`src/rtl/eeprom_front_pkg.sv`:
```
`timescale 1ns/1ps
package eeprom_front_pkg;

    typedef enum logic [2:0] {
        PH_IDLE,
        PH_RX,
        PH_ACK,
        PH_TX,
        PH_MACK,
        PH_SKIP
    } phase_e;

    typedef enum logic [1:0] {
        BK_DEV,
        BK_WHI,
        BK_WLO,
        BK_DATA
    } kind_e;

    localparam logic [3:0] CTRL_CODE = 4'b1010;

endpackage

```
`src/rtl/line_deglitch.sv`:
```
`timescale 1ns/1ps
module line_deglitch #(
    parameter int   FILT_CYC = 10,
    parameter logic IDLE_VAL = 1'b1
) (
    input  logic clk,
    input  logic rst_n,
    input  logic raw,
    output logic clean
);
    localparam int CW = $clog2(FILT_CYC + 1);

    typedef struct packed {
        logic [1:0]    sync;
        logic [CW-1:0] cnt;
        logic          clean;
    } flt_t;

    flt_t q, d;

    always_comb begin
        d = q;
        d.sync = {q.sync[0], raw};
        if (q.sync[1] == q.clean) begin
            d.cnt = '0;
        end else if (q.cnt == CW'(FILT_CYC - 1)) begin
            d.clean = q.sync[1];
            d.cnt   = '0;
        end else begin
            d.cnt = q.cnt + CW'(1);
        end
    end

    always_ff @(posedge clk or negedge rst_n) begin
        if (!rst_n) begin
            q.sync  <= {2{IDLE_VAL}};
            q.cnt   <= '0;
            q.clean <= IDLE_VAL;
        end else begin
            q <= d;
        end
    end

    assign clean = q.clean;
endmodule

```
`src/rtl/bus_cond_det.sv`:
```
`timescale 1ns/1ps
module bus_cond_det (
    input  logic clk,
    input  logic rst_n,
    input  logic scl_c,
    input  logic sda_c,
    output logic scl_rise,
    output logic scl_fall,
    output logic start_seen,
    output logic stop_seen
);
    typedef struct packed {
        logic scl_p;
        logic sda_p;
    } prev_t;

    prev_t q, d;

    always_comb begin
        d.scl_p = scl_c;
        d.sda_p = sda_c;
    end

    always_ff @(posedge clk or negedge rst_n) begin
        if (!rst_n) begin
            q <= '1;
        end else begin
            q <= d;
        end
    end

    assign scl_rise   = !q.scl_p && scl_c;
    assign scl_fall   = q.scl_p && !scl_c;
    assign start_seen = q.scl_p && scl_c && q.sda_p && !sda_c;
    assign stop_seen  = q.scl_p && scl_c && !q.sda_p && sda_c;
endmodule

```
`src/rtl/sda_hold_gate.sv`:
```
`timescale 1ns/1ps
module sda_hold_gate #(
    parameter int HOLD_CYC = 60
) (
    input  logic clk,
    input  logic rst_n,
    input  logic want_low,
    output logic sda_oe
);
    localparam int CW = $clog2(HOLD_CYC + 1);

    typedef struct packed {
        logic [CW-1:0] cnt;
        logic          oe;
    } hold_t;

    hold_t q, d;

    always_comb begin
        d = q;
        if (want_low == q.oe) begin
            d.cnt = '0;
        end else if (q.cnt == CW'(HOLD_CYC - 1)) begin
            d.oe  = want_low;
            d.cnt = '0;
        end else begin
            d.cnt = q.cnt + CW'(1);
        end
    end

    always_ff @(posedge clk or negedge rst_n) begin
        if (!rst_n) begin
            q <= '0;
        end else begin
            q <= d;
        end
    end

    assign sda_oe = q.oe;
endmodule

```
`src/rtl/eeprom_serial_front.sv`:
```
`timescale 1ns/1ps
module eeprom_serial_front
    import eeprom_front_pkg::*;
#(
    parameter int FILT_CYC = 10,
    parameter int HOLD_CYC = 60,
    parameter int ADDR_W   = 12
) (
    input  logic              clk,
    input  logic              rst_n,
    input  logic              scl_in,
    input  logic              sda_in,
    output logic              sda_oe,
    input  logic [2:0]        strap_sel,
    input  logic              wr_busy,
    output logic              addr_valid,
    output logic [ADDR_W-1:0] word_addr,
    output logic              wr_valid,
    output logic [7:0]        wr_data,
    output logic              rd_req,
    input  logic [7:0]        rd_data,
    output logic              stop_evt
);
    localparam int HI_W   = ADDR_W - 8;
    localparam int LINE_N = 2;

    // Line cleaning: index 1 = clock line, index 0 = data line
    logic [LINE_N-1:0] raw_lines;
    logic [LINE_N-1:0] clean_lines;
    assign raw_lines = {scl_in, sda_in};

    for (genvar g = 0; g < LINE_N; g++) begin : g_flt
        line_deglitch #(
            .FILT_CYC(FILT_CYC),
            .IDLE_VAL(1'b1)
        ) u_flt (
            .clk  (clk),
            .rst_n(rst_n),
            .raw  (raw_lines[g]),
            .clean(clean_lines[g])
        );
    end

    logic scl_c, sda_c;
    assign scl_c = clean_lines[1];
    assign sda_c = clean_lines[0];

    logic scl_rise, scl_fall, start_seen, stop_seen;

    bus_cond_det u_cond (
        .clk       (clk),
        .rst_n     (rst_n),
        .scl_c     (scl_c),
        .sda_c     (sda_c),
        .scl_rise  (scl_rise),
        .scl_fall  (scl_fall),
        .start_seen(start_seen),
        .stop_seen (stop_seen)
    );

    typedef struct packed {
        phase_e            phase;
        kind_e             kind;
        logic [3:0]        bitcnt;
        logic [7:0]        shreg;
        logic              rw;
        logic [7:0]        hi_byte;
        logic              selected;
        logic              mack_ok;
        logic              drive_low;
        logic              addr_valid;
        logic [ADDR_W-1:0] word_addr;
        logic              wr_valid;
        logic [7:0]        wr_data;
        logic              rd_req;
        logic              stop_evt;
    } st_t;

    st_t q, d;

    function automatic kind_e next_kind(input kind_e k);
        case (k)
            BK_DEV:  return BK_WHI;
            BK_WHI:  return BK_WLO;
            default: return BK_DATA;
        endcase
    endfunction

    logic dev_hit;
    assign dev_hit = (q.shreg[7:4] == CTRL_CODE) && (q.shreg[3:1] == strap_sel);

    always_comb begin
        d            = q;
        d.addr_valid = 1'b0;
        d.wr_valid   = 1'b0;
        d.rd_req     = 1'b0;
        d.stop_evt   = 1'b0;

        if (stop_seen) begin
            d.phase     = PH_IDLE;
            d.drive_low = 1'b0;
            d.stop_evt  = q.selected;
            d.selected  = 1'b0;
        end else if (start_seen) begin
            d.phase     = PH_RX;
            d.kind      = BK_DEV;
            d.bitcnt    = 4'd0;
            d.drive_low = 1'b0;
        end else begin
            case (q.phase)
                PH_RX: begin
                    if (scl_rise) begin
                        d.shreg  = {q.shreg[6:0], sda_c};
                        d.bitcnt = q.bitcnt + 4'd1;
                    end else if (scl_fall && q.bitcnt == 4'd8) begin
                        d.bitcnt = 4'd0;
                        if (q.kind == BK_DEV) begin
                            if (dev_hit && !wr_busy) begin
                                d.rw        = q.shreg[0];
                                d.selected  = 1'b1;
                                d.drive_low = 1'b1;
                                d.phase     = PH_ACK;
                            end else begin
                                d.phase = PH_SKIP;
                            end
                        end else if (wr_busy) begin
                            d.phase = PH_SKIP;
                        end else begin
                            d.drive_low = 1'b1;
                            d.phase     = PH_ACK;
                            case (q.kind)
                                BK_WHI: d.hi_byte = q.shreg;
                                BK_WLO: begin
                                    d.addr_valid = 1'b1;
                                    d.word_addr  = {q.hi_byte[HI_W-1:0], q.shreg};
                                end
                                default: begin
                                    d.wr_valid = 1'b1;
                                    d.wr_data  = q.shreg;
                                end
                            endcase
                        end
                    end
                end
                PH_ACK: begin
                    if (scl_fall) begin
                        d.drive_low = 1'b0;
                        d.bitcnt    = 4'd0;
                        if (q.kind == BK_DEV && q.rw) begin
                            d.rd_req    = 1'b1;
                            d.shreg     = rd_data;
                            d.drive_low = !rd_data[7];
                            d.phase     = PH_TX;
                        end else begin
                            d.phase = PH_RX;
                            d.kind  = next_kind(q.kind);
                        end
                    end
                end
                PH_TX: begin
                    if (scl_fall) begin
                        if (q.bitcnt == 4'd7) begin
                            d.drive_low = 1'b0;
                            d.bitcnt    = 4'd0;
                            d.mack_ok   = 1'b0;
                            d.phase     = PH_MACK;
                        end else begin
                            d.shreg     = {q.shreg[6:0], 1'b0};
                            d.drive_low = !q.shreg[6];
                            d.bitcnt    = q.bitcnt + 4'd1;
                        end
                    end
                end
                PH_MACK: begin
                    if (scl_rise) begin
                        d.mack_ok = !sda_c;
                    end else if (scl_fall) begin
                        if (q.mack_ok) begin
                            d.rd_req    = 1'b1;
                            d.shreg     = rd_data;
                            d.drive_low = !rd_data[7];
                            d.bitcnt    = 4'd0;
                            d.phase     = PH_TX;
                        end else begin
                            d.phase = PH_SKIP;
                        end
                    end
                end
                default: ;
            endcase
        end
    end

    always_ff @(posedge clk or negedge rst_n) begin
        if (!rst_n) begin
            q <= '0;
        end else begin
            q <= d;
        end
    end

    sda_hold_gate #(
        .HOLD_CYC(HOLD_CYC)
    ) u_hold (
        .clk     (clk),
        .rst_n   (rst_n),
        .want_low(q.drive_low),
        .sda_oe  (sda_oe)
    );

    assign addr_valid = q.addr_valid;
    assign word_addr  = q.word_addr;
    assign wr_valid   = q.wr_valid;
    assign wr_data    = q.wr_data;
    assign rd_req     = q.rd_req;
    assign stop_evt   = q.stop_evt;
endmodule

```
`config.mk`:
```
export PLATFORM = sky130hd
export DESIGN_NAME = eeprom_serial_front
export DESIGN_NICKNAME = d
export VERILOG_FILES = /design/src/rtl/eeprom_front_pkg.sv /design/src/rtl/line_deglitch.sv /design/src/rtl/bus_cond_det.sv /design/src/rtl/sda_hold_gate.sv /design/src/rtl/eeprom_serial_front.sv
export SDC_FILE = /design/constraint.sdc
export NUM_CORES = 1
export LEC_CHECK = 0
export BUFFER_PORTS_ARGS = -buffer_cell sky130_fd_sc_hd__buf_4
export CAP_MARGIN = 10
export CORE_MARGIN = 10
export CORE_UTILIZATION = 58
export DETAILED_ROUTE_END_ITERATION = 6
export GPL_TIMING_DRIVEN = 0
export PLACE_DENSITY_LB_ADDON = 0.25
export SLEW_MARGIN = 20
export SYNTH_ARGS = -nofsm -noshare
export SYNTH_HDL_FRONTEND = slang
export SYNTH_SLANG_ARGS = --single-unit
```
`constraint.sdc`:
```
create_clock -name clk -period 2.6 [get_ports clk]
set_input_delay 0.26 -clock clk [delete_from_list [all_inputs] [get_ports clk]]
set_output_delay 0.26 -clock clk [all_outputs]
set_load 0.02 [all_outputs]
```
==> metrics.log <==
INFO  metric fin_crit_sh = 0.8934
INFO  metric cts.reportedPaths.clkPinSlew = 80 ps
INFO  metric die_ht = between 90 and 100 um
INFO  metric insertion_delay_of_the_later_clocked_pin_in_the_worst_skew_pair = 340 ps
INFO  metric power.ir.vdd_worst = 0.0005086 V
INFO  metric cp_data_arrival_time = ~2600 ps
INFO  metric synth-edff-count = 0
INFO  metric syn_area = roughly 0.0036 mm2
INFO  metric worstPathCellList = inv_1 -> ha_1 -> nor2b_1 -> nand3_2 -> or4_4 -> nor2_4 -> buf_8 -> mux2_1
INFO  metric detail_route.first_pass.iterations = 4
INFO  metric tns = 0 ps
INFO  metric routed_wire_length_per_instance = between 15 and 20 um
INFO  metric worstMarginPinSlew = 863.4 ps
INFO  metric final.min_clock_period = 2323 ps
INFO  metric cts_root_buf = sky130_fd_sc_hd__clkbuf_8
INFO  metric drc = 0
INFO  metric postPlaceCellArea = 0.004018 mm2
INFO  metric number_of_i_o_pins = between 40 and 50
INFO  metric crit_required = 2820 ps
INFO  metric crit_family = simple AND/OR/NAND/NOR gates
INFO  metric synth.avg_cell_area = between 10 and 15 um2
INFO  metric grt_first_pass_wirelength = 12380 um
INFO  metric drc_violation_total_after_the_first_tritonroute_iteration = a little under 100
INFO  metric final-setup-viol-count = 0
INFO  metric routed_wirelength = 7273 um
INFO  metric critical_path.max_stage_delay = 540 ps
INFO  metric total_die_area = 0.009809 mm2
INFO  metric grt_start_max_net_pins = 73
INFO  metric routed-via-count = 2565
INFO  metric synth_ff_type = sky130_fd_sc_hd__dfrtp_1
INFO  metric layout.filler_cells = 430
INFO  metric setup.worst_path.class = flop to flop
INFO  metric synth.yosys.seq_area_share = 0.5000
INFO  metric startpoint_type = flop
INFO  metric overflow = 0
INFO  metric numPortBuffers = 40
INFO  metric max_freq = around 430 MHz
INFO  metric final_max_slew_viol_count = 0
INFO  metric avgViaCountPerCell = approximately 5.5
INFO  metric nNetsFinal = 415
INFO  metric power_leakage = between 2 and 2.5 nW
INFO  metric post_cts_buffers = 0
INFO  metric hold_ws = between 20 and 25 ps
INFO  metric post_synth_arst_share = 1.000
INFO  metric fp-row-count = 28
INFO  metric final_util = 0.7145
INFO  metric max_cap_viol_count = 0
INFO  metric clock_tree.buffer_depth = 2
INFO  metric drive_above_1_share = 0.2774
INFO  metric post-dp-hpwl = 5297 um
INFO  metric final_cell_count_no_fill = 468
INFO  metric synth.ff_latch_count = 72
INFO  metric outcome = complete, no violations
INFO  metric syn_inst = 335
INFO  metric number_of_antenna_violations_at_the_first_check_in_global_routing = 0
INFO  metric core-area = ~0.006 mm2
INFO  metric syn_to_final_growth = 18.13%
INFO  metric power.density = 652.8 mW/mm2
INFO  metric cts.sinks = 72
INFO  metric slew_headroom = 0.4244
INFO  metric gp_routability_congestion = 0.9032
INFO  metric path_max_fanout = 10
INFO  metric yosysWarningCount = 0
INFO  metric htree_num_levels = 3
INFO  metric final_area = 0.004280 mm2
INFO  metric hold_class = input port to async pin
INFO  metric tritoncts = yes
INFO  metric die_width = just under 100 um
INFO  metric cp.buffers_inverters = 2
INFO  metric grt.total_usage = 0.1571
INFO  metric start_util = 0.6048
INFO  metric synth_fp_nets = about 360
INFO  metric hold_violations = 0
INFO  metric worst_setup_path_end_kind = flop
INFO  metric fin_worst_skew = ~6.5 ps
INFO  metric final_antenna_net_count = 0
INFO  metric diodes = 0
INFO  metric rsz_0062_raised_after_global_routing = no
INFO  metric vias_in_the_first_global_route = 2603
INFO  metric cts-buffers-inserted = 9
INFO  metric place_inst = between 400 and 500
INFO  metric synth.distinct_cells = 56
INFO  metric timing.critical_path.slowest_stage_cell = sky130_fd_sc_hd__or4_4
-- state kept, by name (all words and copies together) (netlist names) --
signal             flops
word_addr             12
u_hold.sda_oe          1
wr_valid               1
g_flt.u_flt.q         10
wr_data                8
u_hold.q               6
u_cond.q               2
rd_req                 1
g_flt.u_flt.d          2
stop_evt               1
g_flt.u_flt.clean      2
q                     25
addr_valid             1
-- power by group --
group / total [W] / internal (W) / switching, W
sequential: 0.00127 / 0.00119 / 0.0000781
clock: 0.00106 / 0.000644 / 0.000420
combinational: 0.000461 / 0.000201 / 0.000261
total: 0.00279 / 0.00204 / 0.000759
-- Yosys cell counts, types with 4 or more instances --
cell type / count / share of area
sky130_fd_sc_hd__dfrtp_1: 64 / 0.44
sky130_fd_sc_hd__o21ai_0: 8 / 0.011
sky130_fd_sc_hd__buf_4: 21 / 0.044
sky130_fd_sc_hd__nor2b_1: 5 / 0.0086
sky130_fd_sc_hd__a21oi_1: 20 / 0.028
sky130_fd_sc_hd__inv_1: 11 / 0.011
sky130_fd_sc_hd__xor2_1: 8 / 0.019
sky130_fd_sc_hd__nand2b_1: 7 / 0.012
sky130_fd_sc_hd__nor2_1: 38 / 0.039
sky130_fd_sc_hd__dfstp_2: 8 / 0.058
sky130_fd_sc_hd__nand3b_1: 4 / 0.0083
sky130_fd_sc_hd__xnor2_1: 8 / 0.019
sky130_fd_sc_hd__ha_1: 11 / 0.038
sky130_fd_sc_hd__nand3_1: 6 / 0.0083
sky130_fd_sc_hd__mux2i_1: 8 / 0.022
sky130_fd_sc_hd__mux2_2: 16 / 0.050
sky130_fd_sc_hd__clkbuf_1: 4 / 0.0041
sky130_fd_sc_hd__nand2_1: 19 / 0.020
sky130_fd_sc_hd__nor3_1: 4 / 0.0055
sky130_fd_sc_hd__mux2_1: 13 / 0.040
-- area by class of cell --
type / count / area, um2 / area share
Sequential cell: 72 / 1812 / 0.4233
Clock buffer: 10 / 127.6 / 0.02982
Inverter: 11 / 41.29 / 0.009646
Tap cell: 75 / 93.84 / 0.02192
Clock inverter: 6 / 115.1 / 0.02689
Buffer: 28 / 197.7 / 0.04619
Timing Repair Buffer: 42 / 320.3 / 0.07483
Multi-Input combinational cell: 224 / 1573 / 0.3674
-- kinds of logic after synthesis --
group	Yosys count	synth area share
muxes	37	0.1122
xor gates and xnor gates	16	0.03868
DFF	72	0.5000
and+or+nand+nor	105	0.1485
adders and majority gates	11	0.03798
AOI/OAI and AO/OA	55	0.09669
buffers and inverters	39	0.06595
-- worst paths after layout --
path,startpoint,end,slack [ps],cells after the start
min reg2reg,g_flt[0].u_flt.d[6]$_DFF_PN1_,g_flt[0].u_flt.q[6]$_DFF_PN1_,360,0
max reg2reg,q[44]$_DFFE_PN0P_,word_addr[5]$_DFFE_PN0P_,280,8
max in group asynchronous,rst_n,q[50]$_DFFE_PN0P_,2020,1
max,q[44]$_DFFE_PN0P_,word_addr[5]$_DFFE_PN0P_,280,8
min,rst_n,word_addr[9]$_DFFE_PN0P_,20,1
min in group clk,rd_data[6],q[42]$_DFFE_PN0P_,220,3
-- routing by layer --
metal / global-route usage / part of all wire / up-vias
li1: - / - / 1252
met1: 0.1901 / 0.43 / 1232
met2: 0.2490 / 0.49 / 68
met3: 0.05517 / 0.053 / 13
met4: 0.06395 / 0.022 / 0
met5: 0 / 0 / -
-- cells in the final DEF, fill, tap and decap left out, types with 4 or more instances in the layout --
master                      n
sky130_fd_sc_hd__a21oi_1   20
sky130_fd_sc_hd__buf_4     61
sky130_fd_sc_hd__clkbuf_1   5
sky130_fd_sc_hd__clkbuf_8   9
sky130_fd_sc_hd__dfrtp_1   64
sky130_fd_sc_hd__dfstp_2    8
sky130_fd_sc_hd__ha_1      11
sky130_fd_sc_hd__inv_1     11
sky130_fd_sc_hd__mux2_1    13
sky130_fd_sc_hd__mux2_2    16
sky130_fd_sc_hd__mux2i_1    8
sky130_fd_sc_hd__nand2_1   19
sky130_fd_sc_hd__nand2b_1   7
sky130_fd_sc_hd__nand3_1    6
sky130_fd_sc_hd__nand3b_1   4
sky130_fd_sc_hd__nor2_1    38
sky130_fd_sc_hd__nor2b_1    5
sky130_fd_sc_hd__nor3_1     4
sky130_fd_sc_hd__o21ai_0    8
sky130_fd_sc_hd__xnor2_1    8
sky130_fd_sc_hd__xor2_1     8
-- stage by stage --
stage,worst slack [ps],power [W]
finish,277.2,0.002794
global route,148.4,0.002947
CTS,265.6,0.002821
detailed placement,280.0,0.001746
global placement,331.5,0.001738
floorplan,508.9,0.001609
-- repair_timing --
item,in CTS,in global routing
hold endpoints to repair,1,1
hold buffers,1,1
resized for setup,0,0
(Power assumes the default switching activity.)
